==> config.mk <==
export PLATFORM = sky130hd
export DESIGN_NAME = errreg_top
export DESIGN_NICKNAME = d
export VERILOG_FILES = /design/src/rtl/errreg_pkg.sv /design/src/rtl/errreg_rst_sync.sv /design/src/rtl/errreg_ctrl.sv /design/src/rtl/errreg_qual.sv /design/src/rtl/errreg_flags.sv /design/src/rtl/errreg_top.sv
export SDC_FILE = /design/constraint.sdc
export NUM_CORES = 1
export LEC_CHECK = 0
export BUFFER_PORTS_ARGS = -buffer_cell sky130_fd_sc_hd__buf_2
export CORE_UTILIZATION = 31
export DETAILED_ROUTE_END_ITERATION = 10
export PLACE_DENSITY = 0.94
export SLEW_MARGIN = 25
export SYNTH_ARGS = -nofsm -noshare
export SYNTH_HDL_FRONTEND = slang
export SYNTH_SLANG_ARGS = --single-unit
==> constraint.sdc <==
create_clock -name clk -period 1.53 [get_ports clk]
set_input_delay 0.306 -clock clk [delete_from_list [all_inputs] [get_ports clk]]
set_output_delay 0.306 -clock clk [all_outputs]
set_load 0.05 [all_outputs]
==> src/rtl/errreg_pkg.sv <==
package errreg_pkg;
  localparam int REG_W    = 64;
  localparam int NFLAG    = 4;
  localparam int FLAG_LSB = 33;
  localparam int EN_LSB   = 1;
  localparam int BLK_BIT  = 8;

  localparam int IO_IDX   = 0;
  localparam int SMI_IDX  = 1;
  localparam int RESP_IDX = 2;
  localparam int PIO_IDX  = 3;

  typedef logic [NFLAG-1:0] flagvec_t;

  // flags that always request an SMI when they rise
  localparam flagvec_t SMI_FIXED = flagvec_t'((1 << IO_IDX) | (1 << SMI_IDX));
endpackage

==> src/rtl/errreg_rst_sync.sv <==
module errreg_rst_sync #(
  parameter int STAGES = 2
) (
  input  logic clk,
  input  logic rst_n,
  output logic rst_n_sync
);
  logic [STAGES-1:0] sync_q;
  logic [STAGES-1:0] sync_d;

  always_comb begin
    sync_d = {sync_q[STAGES-2:0], 1'b1};
  end

  always_ff @(posedge clk or negedge rst_n) begin
    if (!rst_n) sync_q <= '0;
    else        sync_q <= sync_d;
  end

  assign rst_n_sync = sync_q[STAGES-1];
endmodule

==> src/rtl/errreg_ctrl.sv <==
module errreg_ctrl
  import errreg_pkg::*;
(
  input  logic     clk,
  input  logic     rst_n,
  input  logic     wr_en,
  input  flagvec_t wr_en_bits,
  input  logic     wr_blk,
  output flagvec_t en_q,
  output logic     blk_q
);
  flagvec_t en_d;
  logic     blk_d;
  logic     load;

  assign load = wr_en;

  always_comb begin
    en_d  = en_q;
    blk_d = blk_q;
    if (load) begin
      en_d  = wr_en_bits;
      blk_d = wr_blk;
    end
  end

  always_ff @(posedge clk or negedge rst_n) begin
    if (!rst_n) begin
      en_q  <= '0;
      blk_q <= 1'b1;
    end else begin
      en_q  <= en_d;
      blk_q <= blk_d;
    end
  end
endmodule

==> src/rtl/errreg_qual.sv <==
module errreg_qual
  import errreg_pkg::*;
(
  input  flagvec_t en_q,
  input  logic     blk_q,
  input  logic     dma_active,
  input  logic     ev_pio_access,
  input  logic     ev_resp_excp,
  input  logic     ev_io_write,
  input  logic     ev_smi,
  input  logic     smi_pending,
  output flagvec_t set_vec
);
  flagvec_t cond;

  always_comb begin
    cond           = '0;
    cond[IO_IDX]   = ev_io_write & dma_active & blk_q;
    cond[SMI_IDX]  = ev_smi & smi_pending;
    cond[RESP_IDX] = ev_resp_excp;
    cond[PIO_IDX]  = ev_pio_access & dma_active;
  end

  for (genvar i = 0; i < NFLAG; i++) begin : g_gate
    assign set_vec[i] = cond[i] & en_q[i];
  end
endmodule

==> src/rtl/errreg_flags.sv <==
module errreg_flags
  import errreg_pkg::*;
(
  input  logic     clk,
  input  logic     rst_n,
  input  flagvec_t set_vec,
  input  flagvec_t clr_vec,
  input  flagvec_t smi_sel,
  output flagvec_t flag_q,
  output logic     smi_q,
  output logic     rdy_q
);
  flagvec_t flag_d;
  flagvec_t rise;
  logic     smi_d;
  logic     rdy_d;

  always_comb begin
    // set has priority over a same-cycle clear
    flag_d = (flag_q & ~clr_vec) | set_vec;
    rise   = set_vec & ~flag_q;
    smi_d  = |(rise & smi_sel);
    rdy_d  = rise[SMI_IDX];
  end

  always_ff @(posedge clk or negedge rst_n) begin
    if (!rst_n) begin
      flag_q <= '0;
      smi_q  <= 1'b0;
      rdy_q  <= 1'b0;
    end else begin
      flag_q <= flag_d;
      smi_q  <= smi_d;
      rdy_q  <= rdy_d;
    end
  end
endmodule

==> src/rtl/errreg_top.sv <==
module errreg_top
  import errreg_pkg::*;
(
  input  logic             clk,
  input  logic             rst_n,
  input  logic             wr_en,
  input  logic [REG_W-1:0] wr_data,
  output logic [REG_W-1:0] rd_data,
  input  logic             dma_active,
  input  logic             ev_pio_access,
  input  logic             ev_resp_excp,
  input  logic             ev_io_write,
  input  logic             ev_smi,
  input  logic             smi_pending,
  input  logic             pio_smi_en,
  output logic             err_o,
  output logic             smi_req,
  output logic             lb_rdy
);
  logic     rst_n_i;
  flagvec_t en_q;
  logic     blk_q;
  flagvec_t set_vec;
  flagvec_t clr_vec;
  flagvec_t smi_sel;
  flagvec_t flag_q;
  logic     unused_wr_bits;

  assign unused_wr_bits = ^{wr_data[REG_W-1:FLAG_LSB+NFLAG],
                            wr_data[FLAG_LSB-1:BLK_BIT+1],
                            wr_data[BLK_BIT-1:EN_LSB+NFLAG],
                            wr_data[EN_LSB-1:0]};

  errreg_rst_sync #(.STAGES(2)) u_rst (
    .clk        (clk),
    .rst_n      (rst_n),
    .rst_n_sync (rst_n_i)
  );

  errreg_ctrl u_ctrl (
    .clk        (clk),
    .rst_n      (rst_n_i),
    .wr_en      (wr_en),
    .wr_en_bits (wr_data[EN_LSB +: NFLAG]),
    .wr_blk     (wr_data[BLK_BIT]),
    .en_q       (en_q),
    .blk_q      (blk_q)
  );

  errreg_qual u_qual (
    .en_q          (en_q),
    .blk_q         (blk_q),
    .dma_active    (dma_active),
    .ev_pio_access (ev_pio_access),
    .ev_resp_excp  (ev_resp_excp),
    .ev_io_write   (ev_io_write),
    .ev_smi        (ev_smi),
    .smi_pending   (smi_pending),
    .set_vec       (set_vec)
  );

  always_comb begin
    clr_vec = wr_en ? wr_data[FLAG_LSB +: NFLAG] : '0;
    smi_sel = SMI_FIXED;
    smi_sel[PIO_IDX] = pio_smi_en;
  end

  errreg_flags u_flags (
    .clk     (clk),
    .rst_n   (rst_n_i),
    .set_vec (set_vec),
    .clr_vec (clr_vec),
    .smi_sel (smi_sel),
    .flag_q  (flag_q),
    .smi_q   (smi_req),
    .rdy_q   (lb_rdy)
  );

  always_comb begin
    rd_data          = '0;
    rd_data[BLK_BIT] = blk_q;
    for (int i = 0; i < NFLAG; i++) begin
      rd_data[EN_LSB + i]   = en_q[i];
      rd_data[FLAG_LSB + i] = flag_q[i];
    end
  end

  assign err_o = |(flag_q & en_q);
endmodule

# Word level (Yosys, flattened, before mapping)
# Index checks and enable logic that the tools add are counted.
# W data, S select, Z words.
[op_classes]
addsub = 0
multipliers = 0
div = 0
order_cmp = 0
eq_ne = 0
n_shift = 0
muxes = 1
bitwise_logic = 15
n_reduce_logical = 2
[ops]
columns = ["cell", "count"]
rows = [
  ["$and A4 B4 Y4", 4],
  ["$and A1 B1 Y1", 8],
  ["$not A4 Y4", 2],
  ["$reduce_or A4 Y1", 2],
  ["$mux W4", 1],
  ["$or A4 B4 Y4", 1],
]
[word_totals]
reg_bits = 13
latch_bits = 0
ram_bits = 0
rom_bits = 0
word_cells = 24
memories = 0

# Longest topological paths before layout
[depth]
ltp_word = 6
depth_mapped = 4
mapped_depth_nobuf = 3

# Cells and area by module
# A second synthesis with hierarchy kept.
[unflattened]
hier_cells = 103
hier_area_um2 = 977.2
[modules_own_cells]
columns = ["module", "instances", "cells_each", "area_per_inst_um2"]
rows = [
  ["errreg_top", 1, 65, 471.7],
  ["errreg_flags", 1, 21, 241.5],
  ["errreg_ctrl", 1, 10, 182.7],
  ["errreg_rst_sync", 1, 3, 53.8],
  ["errreg_qual", 1, 4, 27.5],
]

# Worst setup path after synthesis
# Ideal clock, no wire load.
[synth_timing]
path_type = "flip-flop to output port"
start = "register u_flags.flag_q[0]"
end = "output err_o"
arrival_time_ns = 1.178
setup_slack_ns = 0.046
stages_incl_launch_ff = 3
n_path_buf = 0
path_cell_list = "dfrtp_1 a22oi_1 nand2_1"
[synth_between]
elab_chain_len = 2
[synth_rtl]
columns = ["element", "line", "source"]
rows = [
  ["from (decl)", "errreg_flags.sv:9", "output flagvec_t flag_q,"],
  ["from (signal assigned)", "errreg_flags.sv:32", "flag_q <= flag_d;"],
  ["$and A4 B4 Y4", "errreg_top.sv:88", "assign err_o = |(flag_q & en_q);"],
  ["$reduce_or A4 Y1", "errreg_top.sv:88", ""],
  ["to (decl)", "errreg_top.sv:16", "output logic err_o,"],
]
# Every way passes these cells.

# Worst setup path in the final report
[layout_timing]
start = "register u_ctrl.en_q[0]"
end = "output err_o"
[layout_between]
elab_chain_len = 2
[layout_rtl]
columns = ["element", "line", "source"]
rows = [
  ["from (decl)", "errreg_ctrl.sv:9", "output flagvec_t en_q,"],
  ["from (signal assigned)", "errreg_ctrl.sv:32", "en_q <= en_d;"],
  ["$and A4 B4 Y4", "errreg_top.sv:88", ""],
  ["$reduce_or A4 Y1", "errreg_top.sv:88", ""],
]
# Every way passes these cells.

==> run_summary.xml <==
<?xml version="1.0" encoding="UTF-8"?>
<metrics>
  <group name="critical_path">
    <metric name="critical_path.reg2reg.endpoint" unit="">u_flags.smi_q</metric>
    <metric name="timing_worst_setup_path_type" unit="">register to output port</metric>
    <metric name="worst-endpoint-arrival" unit="ns">1.15</metric>
    <metric name="timing.rr.start" unit="">u_ctrl.en_q[1]</metric>
    <metric name="setup.worst_path.end" unit="">err_o</metric>
    <metric name="crit_path_end_kind" unit="">output port</metric>
    <metric name="crit_path_start_kind" unit="">register</metric>
    <metric name="largest_fanout_on_the_critical_path" unit="">3</metric>
    <metric name="slack_of_the_worst_reg_to_reg_path" unit="ns">0.47</metric>
    <metric name="cp.required" unit="ns">1.22</metric>
    <metric name="setup.worst_path.start" unit="">u_ctrl.en_q[0]</metric>
    <metric name="ff2ff_path_depth" unit="">3</metric>
  </group>
  <group name="timing">
    <metric name="report.final.setup_viol" unit="">0</metric>
    <metric name="maxSlewViolCount" unit="">0</metric>
    <metric name="grt_setup_unrepaired" unit="">no</metric>
    <metric name="fmax" unit="MHz">686</metric>
    <metric name="timing_hold_violations_final" unit="">0</metric>
    <metric name="layout_min_cycle_time" unit="ns">1.46</metric>
    <metric name="finClkSkew" unit="ns">0.00216</metric>
    <metric name="timing.final.ws_setup" unit="ns">0.0717</metric>
    <metric name="fin_setup_tns" unit="ns">0</metric>
    <metric name="final_critical_path_share_of_the_clock_period" unit="%">95.3</metric>
    <metric name="fin_hold_ws" unit="ns">0.174</metric>
  </group>
  <group name="cells_and_area">
    <metric name="fin_nets" unit="">206</metric>
    <metric name="design_area" unit="um^2">943</metric>
    <metric name="commonest_non_fill_non_tap_cell_in_the_layout" unit="">sky130_fd_sc_hd__conb_1</metric>
    <metric name="syn2layout_area_growth" unit="%">1.89</metric>
    <metric name="post_route_cells_drive_above_1_share" unit="%">32.8</metric>
    <metric name="final-instance-count-excl-fill" unit="">162</metric>
    <metric name="insertedDiodeCount" unit="">0</metric>
    <metric name="final_util" unit="%">33.9</metric>
    <metric name="mostFrequentLayoutCells" unit="">56 x sky130_fd_sc_hd__conb_1, 29 x sky130_fd_sc_hd__buf_2, 12 x sky130_fd_sc_hd__dfrtp_1, 11 x sky130_fd_sc_hd__nand2_1, 5 x sky130_fd_sc_hd__mux2_2</metric>
  </group>
  <group name="yosys">
    <metric name="synth_cell_types" unit="">16</metric>
    <metric name="post_synthesis_cell_count" unit="">98</metric>
    <metric name="mappedNetlistArea" unit="um^2">926</metric>
    <metric name="synth_seq_area_share" unit="%">35.3</metric>
    <metric name="ys_seq_elements" unit="">13</metric>
    <metric name="syn_avg_cell_area" unit="um^2">9.45</metric>
    <metric name="total_of_warnings_raised_by_yosys" unit="">0</metric>
  </group>
  <group name="route">
    <metric name="drt.antenna.violating_nets" unit="">0</metric>
    <metric name="route.detailed.vias_per_inst" unit="">3.54</metric>
    <metric name="detail_route.iter0.violations" unit="">3</metric>
    <metric name="drc_violations_left" unit="">0</metric>
    <metric name="wl_per_cell" unit="um">9.03</metric>
    <metric name="drt_first_pass_iters" unit="">2</metric>
    <metric name="vias" unit="">574</metric>
    <metric name="route.final.wire_length" unit="um">1460</metric>
  </group>
  <group name="clock_network">
    <metric name="cts-root-buf" unit="">sky130_fd_sc_hd__clkbuf_4</metric>
    <metric name="maximum_count_of_clock_buffers_along_a_single_path" unit="">2</metric>
    <metric name="tritoncts" unit="">yes</metric>
    <metric name="cts-buffers-inserted" unit="">3</metric>
    <metric name="cts-htree-levels" unit="">1</metric>
    <metric name="tritoncts_num_sinks" unit="">13</metric>
    <metric name="clk_latency" unit="ns">0.27</metric>
    <metric name="worst_setup_hold_path_clk_slew" unit="ns">0.07</metric>
  </group>
  <group name="floorplan">
    <metric name="die_width" unit="um">56.7</metric>
    <metric name="ioPinCount" unit="">141</metric>
    <metric name="initial_core_util" unit="%">33.3</metric>
    <metric name="rows" unit="">19</metric>
    <metric name="placeableCoreArea" unit="um^2">2780</metric>
    <metric name="die_h" unit="um">56.7</metric>
    <metric name="fp.dieArea" unit="um^2">3210</metric>
  </group>
  <group name="pwr">
    <metric name="total_power" unit="mW">1.19</metric>
    <metric name="power.ir.vdd_worst" unit="mV">0.571</metric>
    <metric name="leakagePower" unit="nW">0.565</metric>
    <metric name="power.density_cell_area" unit="nW/um^2">1260</metric>
  </group>
  <group name="placed_design">
    <metric name="pre_cts_ws" unit="ns">0.304</metric>
    <metric name="place.detailed.hpwl" unit="um">1210</metric>
    <metric name="numPortBuffers" unit="">30</metric>
    <metric name="gpl.final_weighted_congestion" unit="">0.658</metric>
    <metric name="placedCellCount" unit="">156</metric>
    <metric name="post_dp_cell_area" unit="um^2">892</metric>
  </group>
  <group name="global_route">
    <metric name="first_pass_grt_wire_length" unit="um">2100</metric>
    <metric name="overflow" unit="">0</metric>
    <metric name="grt_antenna_before_repair" unit="">0</metric>
    <metric name="grt_usage" unit="%">8.76</metric>
    <metric name="grt_pass1_vias" unit="">485</metric>
    <metric name="grt_max_degree" unit="">12</metric>
  </group>
  <group name="min_path">
    <metric name="worstHoldPathType" unit="">register to async pin</metric>
  </group>
  <group name="run">
    <metric name="drv.max_cap_violation_count" unit="">0</metric>
  </group>
  <group name="run_status">
    <metric name="status" unit="">completed</metric>
  </group>
</metrics>
## what timing repair did
action / 4_1_cts / 5_1_grt
hold buffers: 1 / 0
gates resized for setup: 1 / 1
setup buffers: 0 / 1
setup endpoints to repair: 1 / 1
hold endpoints to repair: 2 / 0
## critical path: stages, from the launching register on
cell,delay [ns]
sky130_fd_sc_hd__dfrtp_1,0.41
sky130_fd_sc_hd__a22oi_2,0.20
sky130_fd_sc_hd__nand2_1,0.07
sky130_fd_sc_hd__buf_4,0.19
## sequential cells by signal, indices dropped and copies added (netlist names)
register,count
u_flags.rdy_q,1
u_flags.flag_q,4
u_ctrl.en_q,4
u_ctrl.blk_q,1
u_rst.sync_q,2
u_flags.smi_q,1
## cell usage after synthesis (all sizes together)
master | number | area, um^2
a22o | 1 | 8.76
a22oi | 2 | 15.0
buf | 57 | 425
conb | 2 | 7.51
dfrtp | 12 | 300
dfstp | 1 | 26.3
mux2 | 5 | 56.3
nand2 | 11 | 41.3
nand3 | 2 | 15.0
nand4 | 1 | 6.26
nor2 | 2 | 10.0
nor3b | 1 | 7.51
or3 | 1 | 6.26
## cells by family (layout without fill, tap and decap cells)
logic type	Yosys count	count (layout)	synth area share [%]
buffers and inverters	57	36	45.9
multiplexers	5	5	6.08
AND/OR/NAND/NOR	18	18	9.33
AO/OA/AOI/OAI	3	3	2.57
flip-flops	13	13	35.3
other	2	56	0.811
## power by group
part           internal (mW)  total (mW)  switching [mW]
Combinational         0.0817       0.567           0.486
Sequential             0.381       0.420          0.0390
Clock                  0.101       0.204           0.103
Total                  0.564        1.19           0.628
## how the worst min path moves through the flow
stage                     from              end  slack, ns  depth (start not counted)
2_1_floorplan            rst_n  u_rst.sync_q[0]       0.01                          0
4_1_cts        u_rst.sync_q[1]   u_ctrl.en_q[1]       0.19                          0
3_5_place_dp             rst_n  u_rst.sync_q[1]        0.1                          1
5_1_grt        u_rst.sync_q[1]   u_ctrl.en_q[1]       0.23                          0
3_3_place_gp             rst_n  u_rst.sync_q[1]       0.09                          1
6_report       u_rst.sync_q[1]   u_ctrl.en_q[1]       0.17                          0
## final cells by class
class | count | area, um^2
Clock buffer | 4 | 26.3
Fill cell | 297 | 1840
Multi-Input combinational cell | 82 | 382
Sequential cell | 13 | 327
Tap cell | 31 | 38.8
Timing Repair Buffer | 32 | 170
## layer usage
metal  wire length, um  vias up  track usage, %  share of wire (%)
met5                 0        -               0                  0
met4                 0        0            3.14                  0
met3               126        0            3.92                8.6
met2               808       42            15.3                 55
met1               528      266            9.22                 36
li1                  -      266               -                  -
Note: power is estimated with default switching activity, not from simulation.
